**src/rtl/dif_pkg.sv**
```systemverilog
package dif_pkg;
  localparam int GRP_W    = 4;
  localparam int FLD_GLB  = 0;
  localparam int FLD_DONE = 1;
  localparam int FLD_HALF = 2;
  localparam int FLD_ERR  = 3;
endpackage

```
**src/rtl/dif_chan.sv**
```systemverilog
module dif_chan
  import dif_pkg::*;
(
  input  logic             clk,
  input  logic             rst,
  input  logic             ev_err,
  input  logic             ev_half,
  input  logic             ev_done,
  input  logic [GRP_W-1:0] clr,
  input  logic             en_err,
  input  logic             en_half,
  input  logic             en_done,
  output logic [GRP_W-1:0] flags,
  output logic             irq
);
  logic [GRP_W-1:0] nxt;
  logic             kill_all;

  always_comb begin
    kill_all      = clr[FLD_GLB];
    nxt[FLD_ERR]  = ev_err  | (flags[FLD_ERR]  & ~clr[FLD_ERR]  & ~kill_all);
    nxt[FLD_HALF] = ev_half | (flags[FLD_HALF] & ~clr[FLD_HALF] & ~kill_all);
    nxt[FLD_DONE] = ev_done | (flags[FLD_DONE] & ~clr[FLD_DONE] & ~kill_all);
    nxt[FLD_GLB]  = ev_err | ev_half | ev_done | (flags[FLD_GLB] & ~kill_all);
  end

  always_ff @(posedge clk) begin
    if (rst) begin
      flags <= '0;
      irq   <= 1'b0;
    end else begin
      flags <= nxt;
      irq   <= (flags[FLD_ERR] & en_err) | (flags[FLD_HALF] & en_half) |
               (flags[FLD_DONE] & en_done);
    end
  end

  // Flag is sticky while no clear hits it
  p_sticky_r3: assert property (@(posedge clk) disable iff (rst)
    (flags[FLD_ERR] && !clr[FLD_ERR] && !clr[FLD_GLB]) |=> flags[FLD_ERR]);

  // Set wins over a simultaneous clear
  p_set_wins_r7: assert property (@(posedge clk) disable iff (rst)
    ev_done |=> flags[FLD_DONE]);

  // Any event raises the summary flag
  p_glob_set_r4: assert property (@(posedge clk) disable iff (rst)
    (ev_err || ev_half || ev_done) |=> flags[FLD_GLB]);

  // An event flag never stands without its summary flag
  p_glob_cover_r6: assert property (@(posedge clk) disable iff (rst)
    (flags[FLD_ERR] || flags[FLD_HALF] || flags[FLD_DONE]) |-> flags[FLD_GLB]);

  // Summary clear with no event empties the group
  p_glob_clear_r5: assert property (@(posedge clk) disable iff (rst)
    (clr[FLD_GLB] && !ev_err && !ev_half && !ev_done) |=> (flags == '0));

  // No enable, no interrupt
  p_irq_masked_r9: assert property (@(posedge clk) disable iff (rst)
    (!en_err && !en_half && !en_done) |=> !irq);
endmodule

```
**src/rtl/dif_bus.sv**
```systemverilog
module dif_bus #(
  parameter int ADDR_W  = 4,
  parameter int DATA_W  = 32,
  parameter int STS_OFF = 0,
  parameter int CLR_OFF = 4
) (
  input  logic              clk,
  input  logic              rst,
  input  logic [ADDR_W-1:0] addr,
  input  logic              wr,
  input  logic [DATA_W-1:0] wdata,
  input  logic              rd,
  input  logic [DATA_W-1:0] status,
  output logic [DATA_W-1:0] clr_vec,
  output logic [DATA_W-1:0] rdata
);
  localparam logic [ADDR_W-1:0] A_STS = ADDR_W'(STS_OFF);
  localparam logic [ADDR_W-1:0] A_CLR = ADDR_W'(CLR_OFF);

  logic hit_sts_rd;

  always_comb begin
    clr_vec    = (wr && addr == A_CLR) ? wdata : '0;
    hit_sts_rd = rd && (addr == A_STS);
  end

  always_ff @(posedge clk) begin
    if (rst) rdata <= '0;
    else     rdata <= hit_sts_rd ? status : '0;
  end

  // Reads away from the status offset return zero
  p_rd_zero_r8: assert property (@(posedge clk) disable iff (rst)
    !(rd && addr == A_STS) |=> (rdata == '0));

  // Status read returns the word of the sampling edge
  p_rd_value_r10: assert property (@(posedge clk) disable iff (rst)
    (rd && addr == A_STS) |=> (rdata == $past(status)));
endmodule

```
**src/rtl/dma_irq_flags.sv**
```systemverilog
module dma_irq_flags
  import dif_pkg::*;
#(
  parameter int N_CH    = 8,
  parameter int ADDR_W  = 4,
  parameter int STS_OFF = 0,
  parameter int CLR_OFF = 4,
  localparam int SW     = GRP_W * N_CH
) (
  input  logic              clk,
  input  logic              rst,
  input  logic [N_CH-1:0]   evt_err,
  input  logic [N_CH-1:0]   evt_half,
  input  logic [N_CH-1:0]   evt_done,
  input  logic [N_CH-1:0]   en_err,
  input  logic [N_CH-1:0]   en_half,
  input  logic [N_CH-1:0]   en_done,
  input  logic [ADDR_W-1:0] bus_addr,
  input  logic              bus_wr,
  input  logic [SW-1:0]     bus_wdata,
  input  logic              bus_rd,
  output logic [SW-1:0]     bus_rdata,
  output logic [N_CH-1:0]   irq
);
  logic [SW-1:0] status;
  logic [SW-1:0] clr_vec;

  dif_bus #(
    .ADDR_W (ADDR_W),
    .DATA_W (SW),
    .STS_OFF(STS_OFF),
    .CLR_OFF(CLR_OFF)
  ) u_bus (
    .clk    (clk),
    .rst    (rst),
    .addr   (bus_addr),
    .wr     (bus_wr),
    .wdata  (bus_wdata),
    .rd     (bus_rd),
    .status (status),
    .clr_vec(clr_vec),
    .rdata  (bus_rdata)
  );

  for (genvar c = 0; c < N_CH; c++) begin : g_ch
    dif_chan u_ch (
      .clk    (clk),
      .rst    (rst),
      .ev_err (evt_err[c]),
      .ev_half(evt_half[c]),
      .ev_done(evt_done[c]),
      .clr    (clr_vec[GRP_W*c +: GRP_W]),
      .en_err (en_err[c]),
      .en_half(en_half[c]),
      .en_done(en_done[c]),
      .flags  (status[GRP_W*c +: GRP_W]),
      .irq    (irq[c])
    );
  end
endmodule

```
**config.mk**
```make
export PLATFORM = sky130hd
export DESIGN_NAME = dma_irq_flags
export DESIGN_NICKNAME = d
export VERILOG_FILES = /design/src/rtl/dif_pkg.sv /design/src/rtl/dif_chan.sv /design/src/rtl/dif_bus.sv /design/src/rtl/dma_irq_flags.sv
export SDC_FILE = /design/constraint.sdc
export NUM_CORES = 1
export LEC_CHECK = 0
export BUFFER_PORTS_ARGS = -buffer_cell sky130_fd_sc_hd__buf_2
export CAP_MARGIN = 5
export CORE_MARGIN = 2
export CORE_UTILIZATION = 45
export CTS_CLUSTER_DIAMETER = 200
export DETAILED_ROUTE_END_ITERATION = 10
export HOLD_SLACK_MARGIN = 0.08
export PLACE_DENSITY = 0.85
export SLEW_MARGIN = 40
export SYNTH_ARGS = -nofsm -noshare
export SYNTH_HDL_FRONTEND = slang
export SYNTH_SLANG_ARGS = --single-unit
```
**constraint.sdc**
```tcl
create_clock -name clk -period 1.75 [get_ports clk]
set_input_delay 0.175 -clock clk [delete_from_list [all_inputs] [get_ports clk]]
set_output_delay 0.175 -clock clk [all_outputs]
set_load 0.01 [all_outputs]
```
; After elaboration in Yosys (flattened, before gate mapping)
; Index checks and enable logic that the tools add are counted.
[word_totals]
ff_bits = 72
latchBits = 0
mem_bits_rw = 0
romBits = 0
inputBits = 88
word_cells = 200
mem_count = 0
[op_classes]
addsub = 0
n_mul = 0
n_div = 0
order_cmp = 0
n_eq_ne = 1
shifts = 0
n_mux = 1
bitwise_logic = 177
reduce_logical = 4
[ops]
columns = op, count
row1 = $and 1x1->1, 80
row2 = $or 1x1->1, 64
row3 = $not 1->1, 33
row4 = $mux 32, 1
row5 = $eq 4x3->1 const B, 1
row6 = $logic_not 4->1, 1
row7 = $logic_and 1x1->1, 2
row8 = $reduce_or 2->1, 1

; Depth between registers and ports, before layout
[logic_depth]
ltp_word = 7
ltp_mapped = 5

; Cells and area by module
; Synthesis repeated with hierarchy kept, for this count alone.
[hier_totals]
cells_unflattened = 294
area_unflattened_um2 = 3110.5
[modules_own_cells]
columns = module, n_inst, cells_each, area_per_inst_um2, seq_area_each_um2
row1 = dif_bus, 1, 150, 1659.1, 640.6
row2 = dif_chan, 8, 18, 181.4, 100.1

; Worst setup path after synthesis
; No wires, ideal clock.
[synth_path]
path_kind = input -> register
start = in bus_addr[3]
end = reg u_bus.rdata[26]
arrival_time_ps = 1324
required_time_ps = 1693
path_slack_ps = 369
path_stages = 5
path_cell_list = or3_1 > buf_4 > nor4b_4 > clkbuf_2 > and2_2
[synth_between]
elab_chain_len = 4
[synth_rtl]
columns = item, line
row1 = from (decl), dma_irq_flags.sv:18  ; input logic [ADDR_W-1:0] bus_addr,
row2 = $logic_not 4->1, dif_bus.sv:24  ; hit_sts_rd = rd && (addr == A_STS);
row3 = $logic_and 1x1->1, dif_bus.sv:24
row4 = $not 1->1 (no line), --
row5 = $reduce_or 2->1 (no line), --
row6 = to (signal assigned), dif_bus.sv:29  ; else rdata <= hit_sts_rd ? status : '0;
row7 = to (decl), dif_bus.sv:15  ; output logic [DATA_W-1:0] rdata
; Every way passes these cells.
; A chain may end at the register's enable or synchronous reset.

; Worst setup path in the final report
[layout_path]
start = in bus_addr[3]
end = reg g_ch[5].u_ch.flags[2]
[layout_between]
elab_chain_len = 7
[layout_rtl]
columns = item, line
row1 = $eq 4x3->1 (*), dif_bus.sv:23  ; clr_vec = (wr && addr == A_CLR) ? wdata : '0;
row2 = $logic_and 1x1->1 (*), dif_bus.sv:23
row3 = $mux 32 (*), dif_bus.sv:23
row4 = $not 1->1, dif_chan.sv:22  ; nxt[FLD_HALF] = ev_half | (flags[FLD_HALF] & ~clr[FLD_HALF] & ~kill_all);
row5 = $and 1x1->1, dif_chan.sv:22
row6 = $and 1x1->1 (*), dif_chan.sv:22
row7 = $or 1x1->1 (*), dif_chan.sv:22
row8 = to (signal assigned), dif_chan.sv:32  ; flags <= nxt;
row9 = to (decl), dif_chan.sv:13  ; output logic [GRP_W-1:0] flags,
; Mark *: on every way between the ends. The rest lies on a longest branch, timed or not.

==> impl_results.rst <==
.. list-table::
   :header-rows: 1

   * - Metric
     - Value
   * - Number of cells on the worst hold path
     - 3
   * - Overall die width
     - 79.2 µm
   * - Pin count of the biggest net entering global routing
     - about 40
   * - Critical Path AT
     - 1.41 ns
   * - CP Data Required Time
     - 1.93 ns
   * - Share of the clock period used by the worst path after layout
     - 70.2%
   * - CP delay by family, top
     - simple AND/OR/NAND/NOR gates
   * - Worst-path cell chain
     - buf_2, or3_1, buf_4, nor2_2, buf_4, a211oi_1
   * - Crit Path Max Fanout
     - 15
   * - Area inside the core boundary
     - 0.00547 mm²
   * - Die area
     - 0.00628 mm²
   * - IO Count
     - approximately 130
   * - Outcome
     - finished clean
   * - Maximum level of the CTS H-tree
     - 3
   * - Clock network latency to the later pin of the worst-skew pair
     - around 0.32 ns
   * - Initial DRC count
     - 86
   * - Setup TNS
     - 0 ns
   * - Final std cells w/o fill
     - 477
   * - Worst Reg-to-Reg Cells
     - 2
   * - Fraction of the yosys area taken by sequential cells
     - between 50 and 60%
   * - Vias post-DR
     - 2290
   * - Count of final max-slew check failures
     - 0
   * - Combinational Power Share
     - under 10%
   * - Normalized max-slew margin
     - 71.4%
   * - Hold_buf cts
     - 4
   * - Worst Setup Slack, final
     - 0.521 ns
   * - Number of antenna-violating nets in the routed design
     - 0
   * - Peak Freq
     - 814 MHz
   * - Total Nets Final
     - 488
   * - Category of the worst setup path launch point
     - input pin
   * - Count of flip-flops with a built-in enable after synthesis
     - 0
   * - Synth Flop Type
     - sky130_fd_sc_hd__dfxtp_1
   * - Syn_area_per_cell
     - 9.33 µm²
   * - Routability congestion estimate
     - 0.711
   * - Commonest cells in the synthesized netlist
     - sky130_fd_sc_hd__nor2_1, sky130_fd_sc_hd__dfxtp_1, sky130_fd_sc_hd__a211oi_1, sky130_fd_sc_hd__and2_2, sky130_fd_sc_hd__and2_1
   * - Resized Gates After CTS
     - 0
   * - Distinct cell type count after synthesis
     - 17
   * - Pin slew with the least headroom to its limit
     - 0.429 ns
   * - Instance count of the mapped netlist
     - 273
   * - Layout-stage area growth over the synthesis result
     - 35.7%
   * - CTS Sinks
     - 72
   * - Synth warnings
     - 0
   * - Wire length per cell after detailed routing
     - 12.2 µm
   * - Buffers plus inverters on the worst setup path
     - 3
   * - Worst path max stage delay
     - 0.51 ns
   * - Reported net switching power
     - 736 µW
   * - Count of standard-cell rows
     - 27
   * - Count of antenna diodes in the layout
     - 0
   * - Placed insts
     - ~460
   * - Initial cell density of the core
     - 46.5%
   * - Height of the chip
     - approximately 79 µm
   * - I/O Buffers
     - 127
   * - Most common cell type on the critical path
     - sky130_fd_sc_hd__buf_4
   * - Library cell contributing the largest single delay on the critical path
     - sky130_fd_sc_hd__or3_1
   * - Power share of the clock group
     - roughly 40%
   * - Top area cells in the synthesized netlist
     - sky130_fd_sc_hd__dfxtp_1, sky130_fd_sc_hd__nor2_1, sky130_fd_sc_hd__a211oi_1, sky130_fd_sc_hd__and2_2, sky130_fd_sc_hd__a222oi_1
   * - Detailed-route wire length
     - 5840 µm
   * - Reg-to-reg critical path startpoint
     - g_ch[6].u_ch.flags[2]$_SDFF_PP0_
   * - Overflow left after global routing
     - 0
   * - Post-CTS Setup Inserts
     - 0
   * - Half-perimeter wire length after placement
     - 4380 µm
   * - Capture point of the worst reg-to-reg path
     - g_ch[6].u_ch.irq$_SDFF_PP0_
   * - CTS max path bufs
     - 2
   * - Maximum vdd drop
     - 0.477 mV
   * - Number of endpoints failing setup at the final stage
     - 0
   * - Vias per Instance
     - 4.80
   * - Origin of the worst min-delay path
     - en_err[4]
   * - Library cell used as clock root buffer
     - sky130_fd_sc_hd__clkbuf_8
   * - Share of the synthesized area in the top cell type
     - 56.6%
   * - Min cycle time layout
     - 1.23 ns
   * - Antenna violations before repair
     - 0
   * - Setup slack, reg-to-reg
     - 0.91 ns
   * - Synthesized cell area
     - about 0.0025 mm²
   * - Worst Hold Class
     - input pin to flip-flop
   * - Proportion of register bits with asynchronous set or reset after synthesis
     - 0%
   * - Power density over cell area
     - approximately 1000 mW/mm²
   * - Hold Worst Slack
     - roughly 0.092 ns
   * - Number of remaining DRC errors
     - 0
   * - Count leader, synth
     - sky130_fd_sc_hd__nor2_1
   * - Proportion of power drawn by flip-flops and latches
     - 51.1%
   * - Worst-path clk slew
     - 0.07 ns
   * - Global-route wire length before repair
     - 9290 µm
   * - Top cell type by total area after synthesis
     - sky130_fd_sc_hd__dfxtp_1
   * - Share of layout cells above drive strength 1
     - 42.2%
   * - Setup repair after global routing missed its margin
     - false
   * - Leakage
     - 1.68 nW
   * - Worst-case setup slack after placement
     - 0.164 ns
   * - Number of maximum-capacitance violations
     - 0
   * - GR Util All Layers
     - 19.0%
   * - Number of global-route vias before repair
     - 2121
   * - Nature of the critical path endpoint
     - flip-flop
   * - CTS buffer count
     - 9
   * - Clock tree from TritonCTS
     - built
   * - Sw Share
     - between 20 and 25%
   * - Number of optimization iterations in the first detailed-route pass
     - 4
   * - Flip-flop and latch count after synthesis
     - between 70 and 80
   * - Number of hold violations in the final report
     - 0
   * - Category of the most critical setup path
     - input pin to flip-flop
   * - End point of the worst hold path
     - g_ch[4].u_ch.irq$_SDFF_PP0_
   * - Layout Skew
     - 0.00549 ns
   * - Post-synthesis net count
     - 361
   * - Internal power summed over all cells
     - 2.68 mW
[layer usage]
layer	routed length (µm)	part of all wire (%)	track usage (%)
met2	2970	51	33.8
met3	399	6.8	5.11
met4	34	0.58	7.07
met5	0	0	0
met1	2440	42	21.6
[logic make-up (layout without fill, tap and decap cells)]
kind of cell,after synthesis,count (layout),synth area share (%)
simple gates,132,132,25.3
buf+inv,21,153,4.76
compound gates,48,48,13.4
flops,72,72,56.6
[area by class of cell]
| class | count | area [µm²] |
|---|---|---|
| Clock buffer | 14 | 183 |
| Clock inverter | 2 | 35.0 |
| Timing Repair Buffer | 137 | 721 |
| Sequential cell | 72 | 1440 |
| Multi-Input combinational cell | 180 | 987 |
| Tap cell | 72 | 90.1 |
| Fill cell | 468 | 2020 |
[flip-flops by register name (all words and copies together) (netlist names)]
register	count
g_ch.u_ch.irq	8
g_ch.u_ch.flags	32
u_bus.rdata	32
[layout by cell type (no fill, tap or decap)]
cell type,n
sky130_fd_sc_hd__nor3_1,8
sky130_fd_sc_hd__bufinv_16,1
sky130_fd_sc_hd__and2_2,21
sky130_fd_sc_hd__clkbuf_8,13
sky130_fd_sc_hd__nand2_1,1
sky130_fd_sc_hd__clkinv_2,1
sky130_fd_sc_hd__buf_4,6
sky130_fd_sc_hd__a21oi_1,8
sky130_fd_sc_hd__clkbuf_1,1
sky130_fd_sc_hd__nor2_1,80
sky130_fd_sc_hd__and2_1,11
sky130_fd_sc_hd__nand3_1,8
sky130_fd_sc_hd__nor4b_4,1
sky130_fd_sc_hd__dfxtp_1,72
sky130_fd_sc_hd__dlygate4sd3_1,4
sky130_fd_sc_hd__o21ai_0,8
sky130_fd_sc_hd__a222oi_1,8
sky130_fd_sc_hd__or3_1,1
sky130_fd_sc_hd__nor2_2,1
sky130_fd_sc_hd__a211oi_1,24
sky130_fd_sc_hd__buf_2,127
[per-stage QoR]
step	total power, mW	instance area, µm²	utilization [%]
after CTS	3.45	3460	63.2
after global routing	3.57	3460	63.2
final	3.42	3460	63.2
after global placement	2.08	3200	58.5
after detailed placement	2.08	3200	58.5
after floorplan	1.94	2550	-
[how the worst max path moves through the flow]
stage	from	end	cells past startpoint
2_1_floorplan	bus_addr[3]	u_bus.rdata[26]$_SDFF_PP0_	5
4_1_cts	bus_addr[3]	u_bus.rdata[21]$_SDFF_PP0_	5
5_1_grt	bus_addr[3]	g_ch[4].u_ch.flags[1]$_SDFF_PP0_	6
3_5_place_dp	bus_addr[3]	g_ch[7].u_ch.flags[2]$_SDFF_PP0_	6
6_report	bus_addr[3]	g_ch[5].u_ch.flags[2]$_SDFF_PP0_	6
3_3_place_gp	bus_addr[3]	u_bus.rdata[20]$_SDFF_PP0_	5
[worst min-delay path, cell delays in order]
cell and delay [ns]:
sky130_fd_sc_hd__buf_2 0.07, sky130_fd_sc_hd__a222oi_1 0.05, sky130_fd_sc_hd__nor2_1 0.08
[power by group through the flow]
stage	registers (mW)	logic, mW	clock network (mW)
detailed placement	1.78	0.300	0
finish	1.75	0.306	1.36
CTS	1.75	0.308	1.39
floorplan	1.77	0.161	0
global route	1.75	0.346	1.47
global placement	1.78	0.294	0
No activity file was read; power rests on OpenSTA's default activity.
